`config.mk`:
```
export PLATFORM = sky130hd
export DESIGN_NAME = ssp_engine
export DESIGN_NICKNAME = d
export VERILOG_FILES = /design/src/rtl/ssp_pkg.sv /design/src/rtl/ssp_relax.sv /design/src/rtl/ssp_seq.sv /design/src/rtl/ssp_engine.sv
export SDC_FILE = /design/constraint.sdc
export NUM_CORES = 2
export LEC_CHECK = 0
export BUFFER_PORTS_ARGS = -buffer_cell sky130_fd_sc_hd__buf_2
export CAP_MARGIN = 20
export CELL_PAD_IN_SITES_DETAIL_PLACEMENT = 1
export CELL_PAD_IN_SITES_GLOBAL_PLACEMENT = 2
export CORE_AREA = 10 10 489 491
export DETAILED_ROUTE_END_ITERATION = 10
export DIE_AREA = 0 0 499 501
export PLACE_DENSITY = 0.86
export SYNTH_ARGS = -nofsm -noshare
export SYNTH_HDL_FRONTEND = slang
export SYNTH_SLANG_ARGS = --single-unit
```
`constraint.sdc`:
```
create_clock -name clk_i -period 16.4 [get_ports clk_i]
set_input_delay 3.28 -clock clk_i [delete_from_list [all_inputs] [get_ports clk_i]]
set_output_delay 3.28 -clock clk_i [all_outputs]
set_load 0.01 [all_outputs]
```
`src/rtl/ssp_pkg.sv`:
```
package ssp_pkg;
  typedef enum logic [1:0] {
    SEL_WEIGHT = 2'd0,
    SEL_DIST   = 2'd1,
    SEL_FLAGS  = 2'd2
  } wr_sel_e;

  typedef enum logic [1:0] {
    ST_IDLE  = 2'd0,
    ST_CHECK = 2'd1,
    ST_SCAN  = 2'd2
  } ssp_state_e;

  localparam logic [7:0] FLAG_PATTERN = 8'hA5;
endpackage

```
`src/rtl/ssp_relax.sv`:
```
module ssp_relax #(
  parameter int DW = 8,
  parameter int IW = 4
) (
  input  logic [DW-1:0] weight_i,
  input  logic [DW-1:0] dist_i,
  input  logic [IW-1:0] cand_i,
  input  logic [DW-1:0] min_i,
  input  logic [IW-1:0] arg_i,
  output logic [DW-1:0] sum_o,
  output logic [DW-1:0] min_o,
  output logic [IW-1:0] arg_o
);
  logic [DW:0] raw;

  always_comb begin
    raw   = {1'b0, weight_i} + {1'b0, dist_i};
    sum_o = raw[DW] ? {DW{1'b1}} : raw[DW-1:0];
    // >= : a later candidate takes ties
    if (min_i >= sum_o) begin
      min_o = sum_o;
      arg_o = cand_i;
    end else begin
      min_o = min_i;
      arg_o = arg_i;
    end
  end
endmodule

```
`src/rtl/ssp_seq.sv`:
```
module ssp_seq
  import ssp_pkg::*;
#(
  parameter int NODES = 16,
  parameter int IW    = $clog2(NODES)
) (
  input  logic          clk_i,
  input  logic          rst_ni,
  input  logic          start_i,
  input  logic          flags_set_i,
  output logic          busy_o,
  output logic          done_o,
  output logic          load_o,
  output logic          sweep_o,
  output logic          scan_o,
  output logic          node_end_o,
  output logic [IW-1:0] row_o,
  output logic [IW-1:0] col_o
);
  localparam logic [IW-1:0] LAST = IW'(NODES - 1);

  ssp_state_e state_q;
  logic [IW-1:0] row_q, col_q;
  logic done_q;

  assign busy_o     = (state_q != ST_IDLE);
  assign load_o     = (state_q == ST_IDLE) && start_i;
  assign sweep_o    = (state_q == ST_CHECK) && flags_set_i;
  assign scan_o     = (state_q == ST_SCAN);
  assign node_end_o = scan_o && (col_q == LAST);
  assign row_o      = row_q;
  assign col_o      = col_q;
  assign done_o     = done_q;

  always_ff @(posedge clk_i or negedge rst_ni) begin
    if (!rst_ni) begin
      state_q <= ST_IDLE;
      row_q   <= '0;
      col_q   <= '0;
      done_q  <= 1'b0;
    end else begin
      done_q <= 1'b0;
      unique case (state_q)
        ST_IDLE: if (start_i) state_q <= ST_CHECK;
        ST_CHECK: begin
          if (flags_set_i) begin
            state_q <= ST_SCAN;
            row_q   <= IW'(1);
            col_q   <= '0;
          end else begin
            state_q <= ST_IDLE;
            done_q  <= 1'b1;
          end
        end
        ST_SCAN: begin
          if (col_q == LAST) begin
            col_q <= '0;
            if (row_q == LAST) state_q <= ST_CHECK;
            else               row_q   <= row_q + IW'(1);
          end else begin
            col_q <= col_q + IW'(1);
          end
        end
        default: state_q <= ST_IDLE;
      endcase
    end
  end
endmodule

```
`src/rtl/ssp_engine.sv`:
```
module ssp_engine
  import ssp_pkg::*;
#(
  parameter int NODES = 16,
  parameter int DW    = 8
) (
  input  logic                         clk_i,
  input  logic                         rst_ni,
  input  logic                         start_i,
  input  logic                         wr_en_i,
  input  logic [1:0]                   wr_sel_i,
  input  logic [2*$clog2(NODES)-1:0]   wr_addr_i,
  input  logic [DW-1:0]                wr_data_i,
  input  logic [$clog2(NODES)-1:0]     rd_node_i,
  output logic [DW-1:0]                rd_dist_o,
  output logic [$clog2(NODES)-1:0]     rd_hop_o,
  output logic                         busy_o,
  output logic                         done_o
);
  localparam int IW    = $clog2(NODES);
  localparam int AW    = 2 * IW;
  localparam int CELLS = NODES * NODES;
  localparam logic [DW-1:0] DMAX = {DW{1'b1}};
  localparam logic [DW-1:0] FPAT = DW'(FLAG_PATTERN);

  logic [DW-1:0] wt_q   [CELLS];
  logic [DW-1:0] dist_q [NODES];
  logic [IW-1:0] hop_q  [NODES];
  logic [DW-1:0] chg_q, prv_q;
  logic [DW-1:0] min_q;
  logic [IW-1:0] arg_q;

  logic load, sweep, scan, node_end;
  logic [IW-1:0] row, col;
  logic [DW-1:0] sum, min_nxt;
  logic [IW-1:0] arg_nxt;
  logic [IW-1:0] wr_node;
  logic wr_w, wr_d, wr_f;

  assign wr_node = wr_addr_i[IW-1:0];
  assign wr_w    = wr_en_i && (wr_sel_i == SEL_WEIGHT);
  assign wr_d    = wr_en_i && (wr_sel_i == SEL_DIST);
  assign wr_f    = wr_en_i && (wr_sel_i == SEL_FLAGS);

  ssp_seq #(.NODES(NODES), .IW(IW)) u_seq (
    .clk_i       (clk_i),
    .rst_ni      (rst_ni),
    .start_i     (start_i),
    .flags_set_i ((|chg_q) || (|prv_q)),
    .busy_o      (busy_o),
    .done_o      (done_o),
    .load_o      (load),
    .sweep_o     (sweep),
    .scan_o      (scan),
    .node_end_o  (node_end),
    .row_o       (row),
    .col_o       (col)
  );

  ssp_relax #(.DW(DW), .IW(IW)) u_relax (
    .weight_i (wt_q[{row, col}]),
    .dist_i   (dist_q[col]),
    .cand_i   (col),
    .min_i    (min_q),
    .arg_i    (arg_q),
    .sum_o    (sum),
    .min_o    (min_nxt),
    .arg_o    (arg_nxt)
  );

  always_ff @(posedge clk_i or negedge rst_ni) begin
    if (!rst_ni) begin
      for (int k = 0; k < CELLS; k++) wt_q[k] <= DMAX;
    end else if (wr_w) begin
      wt_q[AW'(wr_addr_i)] <= wr_data_i;
    end
  end

  // port writes override the engine in the same cycle
  always_ff @(posedge clk_i or negedge rst_ni) begin
    if (!rst_ni) begin
      for (int k = 0; k < NODES; k++) begin
        dist_q[k] <= DMAX;
        hop_q[k]  <= '0;
      end
    end else begin
      if (sweep) begin
        dist_q[0] <= '0;
        hop_q[0]  <= '0;
      end
      if (node_end) begin
        dist_q[row] <= min_nxt;
        hop_q[row]  <= arg_nxt;
      end
      if (wr_d) dist_q[wr_node] <= wr_data_i;
    end
  end

  always_ff @(posedge clk_i or negedge rst_ni) begin
    if (!rst_ni) begin
      chg_q <= '0;
      prv_q <= '0;
    end else if (wr_f) begin
      chg_q <= wr_data_i;
      prv_q <= wr_data_i;
    end else if (load) begin
      chg_q <= FPAT;
      prv_q <= FPAT;
    end else if (sweep) begin
      prv_q <= chg_q;
      chg_q <= '0;
    end else if (node_end && (dist_q[row] != min_nxt)) begin
      chg_q <= FPAT;
    end
  end

  always_ff @(posedge clk_i or negedge rst_ni) begin
    if (!rst_ni) begin
      min_q <= DMAX;
      arg_q <= '0;
    end else if (sweep || node_end) begin
      min_q <= DMAX;
      arg_q <= '0;
    end else if (scan) begin
      min_q <= min_nxt;
      arg_q <= arg_nxt;
    end
  end

  assign rd_dist_o = dist_q[rd_node_i];
  assign rd_hop_o  = hop_q[rd_node_i];
endmodule

```
Word level (Yosys, flattened, before mapping)

Cells that the tools add are included.

Logic and storage cells: 411
Bits of input ports: 26
Register bits: 2279
Output and inout port bits: 14

Add/subtract/negate cells: 3
Muxes and demuxes: 60
Reductions and logical operators: 24
Magnitude comparators: 10
Bitwise logic cells: 6
Equality and inequality tests: 12

Operators by type and width:

| operator                                                                     | number |
|---|---|
| 2048-bit bitwise mux                                                         | 1 |
| 128-bit bitwise mux                                                          | 2 |
| 128-bit 2-to-1 mux                                                           | 2 |
| 8-bit 2-to-1 mux                                                             | 23 |
| 8-bit binary-select mux with 4-bit select                                    | 3 |
| 8-bit binary-select mux with 8-bit select                                    | 1 |
| 64-bit bitwise mux                                                           | 1 |
| 8-bit demux with 4-bit select                                                | 2 |
| 8-bit demux with 8-bit select                                                | 1 |
| 64-bit 2-to-1 mux                                                            | 1 |
| 4-bit 2-to-1 mux                                                             | 12 |
| 5-bit greater-or-equal comparator, second input constant                     | 4 |
| 4-bit inverter with 5-bit output                                             | 4 |
| 9-bit greater-or-equal comparator, second input constant                     | 2 |
| 8-bit inverter with 9-bit output                                             | 2 |
| 4-bit binary-select mux with 4-bit select                                    | 1 |
| 4-bit demux with 4-bit select                                                | 1 |
| 4-bit case mux with 2 select lines                                           | 2 |
| 8-bit OR reduction                                                           | 2 |
| 1-bit logical AND                                                            | 10 |
| 5-bit by 1-bit less-than comparator with 1-bit output, second input constant | 2 |
| 8-bit by 8-bit adder with 9-bit output                                       | 1 |
| 9-bit by 1-bit less-than comparator with 1-bit output, second input constant | 1 |
| 4-bit by 1-bit adder with 4-bit output, second input constant                | 2 |
| other kinds (18)                                                             | 32 |

Depth between registers and ports, before layout

Depth in word-level cells: 14
Depth in mapped cells: 28
Depth with buffers taken out: 22

Modules after synthesis

A second synthesis with hierarchy kept.

Cell total of the unflattened synthesis: 6993
Area total of the unflattened synthesis: 110340.8 sq um

Modules (own cells, without submodules):

| module     | area each (sq um) | instances | seq. area each (sq um) | cells each |
|---|---|---|---|---|
| ssp_engine | 108878.2          | 1         | 59487.1                | 6835 |
| ssp_relax  | 859.6             | 1         | 0.0                    | 95 |
| ssp_seq    | 603.1             | 1         | 275.3                  | 63 |

Worst setup path before layout

OpenSTA, ideal clock, no wires.

Kind: input port to output port
From: input rd_node_i[0]
To: output rd_hop_o[1]
Required time: 13.120 ns
Path slack: 7.739 ns
Arrival time: 5.381 ns
Stages: 4
Buffers on the path: 2
Path through: buf_1 -> buf_1 -> mux4_2 -> mux4_2

Word-level cells in the longest chain between the ends: 4

Ends and longest elaborated chain:

| what                                                   | line              | RTL |
|---|---|---|
| from (decl)                                            | ssp_engine.sv:14  | `input logic [$clog2(NODES)-1:0] rd_node_i,` |
| 4-bit inverter with 5-bit output (implied by the code) | ssp_engine.sv:131 | `assign rd_hop_o = hop_q[rd_node_i];` |
| 4-bit binary-select mux with 4-bit select              | ssp_engine.sv:131 |  |
| 4-bit 2-to-1 mux (implied by the code) (2 in series)   | ssp_engine.sv:131 |  |
| to (decl)                                              | ssp_engine.sv:16  | `output logic [$clog2(NODES)-1:0] rd_hop_o,` |

Every way passes these cells. The select of a mux whose other input is x is not followed.

Worst setup path after layout

From: register u_seq.col_q[0], in the netlist u_seq.col_o[0]
To: register chg_q[2]

Word-level cells in the longest chain between the ends: 11
Elaborated cells on any way between the ends: 17
Classes of those cells: 1 x add/sub; 1 x order compare; 2 x eq/ne; 8 x mux; 2 x bitwise; 3 x reduce/logical

Ends and longest elaborated chain:

| what                                                                                                              | line                               | RTL |
|---|---|---|
| from (decl)                                                                                                       | ssp_seq.sv:23                      | `logic [IW-1:0] row_q, col_q;` |
| from (signal assigned)                                                                                            | ssp_seq.sv:61                      | `col_q <= col_q + IW'(1);` |
| 8-bit inverter with 9-bit output (implied by the code) / 4-bit inverter with 5-bit output (equally long branches) | ssp_engine.sv:61, ssp_engine.sv:62 |  |
| 8-bit binary-select mux with 8-bit select / 8-bit binary-select mux with 4-bit select (equally long branches)     | ssp_engine.sv:61, ssp_engine.sv:62 |  |
| 8-bit 2-to-1 mux, on equally long branches (2 in series)                                                          | ssp_engine.sv:61, ssp_engine.sv:62 |  |
| 8-bit by 8-bit adder with 9-bit output                                                                            | ssp_relax.sv:17                    | `raw = {1'b0, weight_i} + {1'b0, dist_i};` |
| 8-bit 2-to-1 mux                                                                                                  | ssp_relax.sv:18                    | `sum_o = raw[DW] ? {DW{1'b1}} : raw[DW-1:0];` |
| 8-bit greater-or-equal comparator                                                                                 | ssp_relax.sv:20                    | `if (min_i >= sum_o) begin` |
| 8-bit 2-to-1 mux                                                                                                  | ssp_relax.sv:20                    |  |
| 8-bit != test                                                                                                     | ssp_engine.sv:112                  | `end else if (node_end && (dist_q[row] != min_nxt)) begin` |
| 1-bit logical AND (*)                                                                                             | ssp_engine.sv:112                  |  |
| 4-bit nonzero test (no line) (*)                                                                                  | --                                 |  |
| to (signal assigned)                                                                                              | ssp_engine.sv:104                  | `chg_q <= wr_data_i;` |
| to (decl)                                                                                                         | ssp_engine.sv:29                   | `logic [DW-1:0] chg_q, prv_q;` |

Mark *: on every way between the ends. The rest lies on a longest branch, timed or not. The select of a mux whose other input is x is not followed.
A chain may end at the register's enable or synchronous reset.

==> results.cfg <==
[floorplanning]
die_w_um = 499
core_sq_mm = 0.229
ios = 40
dieArea_sq_mm = 0.250
start_util_pct = 47.8
rows = 176
fp.dieH_um = 501

[pwr]
power.leakage_nw = 48.2
pwr-share-comb_pct = 22.1
switching_share_pct = 30.4
seqPwrFrac_pct = 40.9
powerDensity_mw_per_mm2 = 124
report.power.total_mw = 15.0
clkPwrFrac_pct = 37.0
power.net_switching_mw = 4.54
ir_drop_mv = 0.148
internal_power_mw = 10.4

[finish]
nFillCells = 20900
num-nets-final = 6765
drive_gt1_share_pct = 81.5
area_delta_synth_final_pct = 10.5
final_cells = 9945

[global_routing]
grt_pass1_vias = 69100
grt_usage_pct = 24.6
antenna_found_initial = 15
grt_pass1_wl_mm = 470
grt_max_degree = 181
grt.overflow.total = 0

[timing]
min_period_over_period_pct = 62.9
period_minus_slack_ns = 10.31
slew_headroom_pct = 21.2
finClkSkew_ns = 0.0555
slew_viol_final = 0
fmax_mhz = 97.0
final.setup.tns_ns = 0
rsz0062_at_grt = no
worstMarginPinSlew_ns = 1.18
hold_violations = 0
setup_viol = 0

[clock_network]
cts.sinks = 2279
clockRootBuffer = clkbuf_16
cts_resized = 0
clockBufferDepth = 3
postCtsHoldBufs = 0
tritoncts = done
clk_latency_ns = 0.93
cts.clk_slew.worst_paths_ns = 0.06
cts_buffers = 233
htree_levels = 4
postCtsSetupBuffers = 0

[detailed_routing]
drt_iter0_markers = 4718
wl_mm = 311
drc = 0
avgViaCountPerCell = 6.32
wl_per_cell_um = 31.3
firstDrtPassIters = 5
ant_nets = 0
vias = 62800

[logic_synthesis]
synth_top_area_share_pct = 52.4
synth_cell_type_count = 56
synth_fp_nets = 6877
synthCells = 6829
synth_top_area_cell = dfstp_2
synth_enable_flop_cells = 0
synth_flop_cell = dfstp_2
yosys_register_bits = 2279
ys_seq_area_share_pct = 54.6
avgSynthCellArea_sq_um = 16.0
synthTopCellsByCount = 2,184 x dfstp_2, 2,048 x mux2_2, 810 x mux4_2
synthMostInstantiatedCell = dfstp_2
yosysWarningCount = 0
syn_area_sq_mm = 0.109
async_reset_ff_share_pct = 100
synthTopCellsByArea = dfstp_2 52%, mux2_2 21%, mux4_2 17%

[outcome]
outcome = completed

[placement]
dp_hpwl_mm = 190
place_congestion = 0.855
dp_cells = 9493
io_buffers = 39

[setup_path]
crit_fanout = 43
required_ns = 17.16
criticalPathCategory = reg -> reg
worstPathArrival_ns = 11.06
cp-start-kind = flip-flop
endpoint_kind = flip-flop

[hold_path]
min_path_type = reg -> reg

[job]
drv_cap = 0
## per-stage QoR
stage / utilization [%] / setup slack [ns] / cell area (sq um) / hold WS, ns
floorplan: - / 7.74 / 109000 / 0.445
global placement: 49.2 / 6.12 / 113000 / 0.456
detailed placement: 49.2 / 6.03 / 113000 / 0.465
CTS: 52.7 / 5.96 / 121000 / 0.479
global route: 52.8 / 5.26 / 121000 / 0.511
finish: 52.8 / 6.09 / 121000 / 0.474
## critical path: stages, from the launching register on
cell	delay [ns]
dfrtp_4	0.85
buf_4	0.60
buf_4	0.78
buf_4	0.77
mux4_2	0.61
mux4_2	0.55
mux4_2	0.58
a22oi_1	0.17
nand2_1	0.12
ha_1	0.44
nand2_1	0.08
a211oi_1	0.43
o21ai_0	0.20
buf_4	0.23
nand2_1	0.08
ha_1	0.21
nand2b_1	0.15
a2111o_1	0.55
a31o_1	0.44
a31oi_2	0.89
xnor2_1	0.20
nand4_1	0.19
o41ai_4	0.74
a21oi_1	0.17
## metal layers
| layer | GRT usage, % | up-vias | wire length [um] |
|---|---|---|---|
| met3 | 4.64 | 550 | 17800 |
| met5 | 0 | - | 67 |
| met4 | 8.48 | 10 | 10600 |
| met2 | 40.4 | 1725 | 152000 |
| met1 | 32.8 | 35100 | 130000 |
| li1 | - | 25500 | - |
## layout by cell type, fill, tap and decap left out, types with 10 or more instances in the layout
master / Yosys / layout
mux2i_1: 129 / 129
mux4_2: 810 / 810
buf_2: 54 / 28
clkbuf_8: 0 / 55
mux2_2: 2048 / 2048
nand3_1: 31 / 30
clkinv_2: 0 / 38
nor2_2: 0 / 12
a22oi_1: 16 / 16
dfrtp_1: 95 / 89
nor2b_1: 11 / 10
and2_1: 13 / 13
nor2_1: 187 / 168
a21oi_1: 67 / 66
ha_1: 21 / 21
buf_12: 1 / 17
nand2_1: 398 / 395
clkbuf_16: 0 / 235
bufinv_16: 0 / 21
o21ai_0: 166 / 166
inv_1: 14 / 14
clkbuf_1: 404 / 63
buf_4: 2 / 109
dfstp_2: 2184 / 2184
nand2b_1: 14 / 14
## power by group through the flow
stage / logic, mW / clock network [mW] / registers (mW)
2_1_floorplan: 2.34 / 0 / 6.07
3_3_place_gp: 3.27 / 0 / 6.18
3_5_place_dp: 3.31 / 0 / 6.19
4_1_cts: 3.32 / 5.64 / 6.12
5_1_grt: 3.53 / 5.89 / 6.14
6_report: 3.31 / 5.54 / 6.12
## kinds of logic after synthesis
kind of cell / after synthesis / synth area share, %
xor+xnor: 12 / 0.0960
simple gates: 693 / 2.58
compound gates: 299 / 1.59
mux: 2987 / 38.9
buf+inv: 537 / 1.98
fa+ha+maj: 22 / 0.258
flops: 2279 / 54.6
## flip-flops by register name (all words and copies together) (netlist names)
| register | count |
|---|---|
| arg_q | 4 |
| chg_q | 8 |
| dist_q | 128 |
| hop_q | 64 |
| min_q | 8 |
| prv_q | 8 |
| u_seq.col_o | 4 |
| u_seq.done_o | 1 |
| u_seq.row_o | 4 |
| u_seq.state_q | 2 |
| wt_q | 2048 |
## final timing paths
check | from | cells past startpoint | endpoint | slack [ns]
worst max-delay path | u_seq.col_o[0] | 23 | chg_q[2] | 6.09
worst min-delay path | hop_q[4] | 2 | hop_q[4] | 0.47
worst max register to register | u_seq.col_o[0] | 23 | chg_q[2] | 6.09
worst min register to register | hop_q[4] | 2 | hop_q[4] | 0.47
max in group asynchronous | rst_ni | 4 | wt_q[720] | 10.62
min in group asynchronous | rst_ni | 1 | wt_q[367] | 2.85
## area by class of cell
class / count / area [sq um] / area share (%)
diodes: 7 / 17.5 / 0.0145
clock buffers: 353 / 6870 / 5.68
clock inverters: 77 / 1140 / 0.944
inverters: 16 / 60.1 / 0.0496
multi-input cells: 4013 / 47700 / 39.4
flip-flops and latches: 2279 / 59800 / 49.4
well taps: 3026 / 3790 / 3.13
repair buffers: 174 / 1670 / 1.38
No activity file was read; power rests on OpenSTA's default activity.
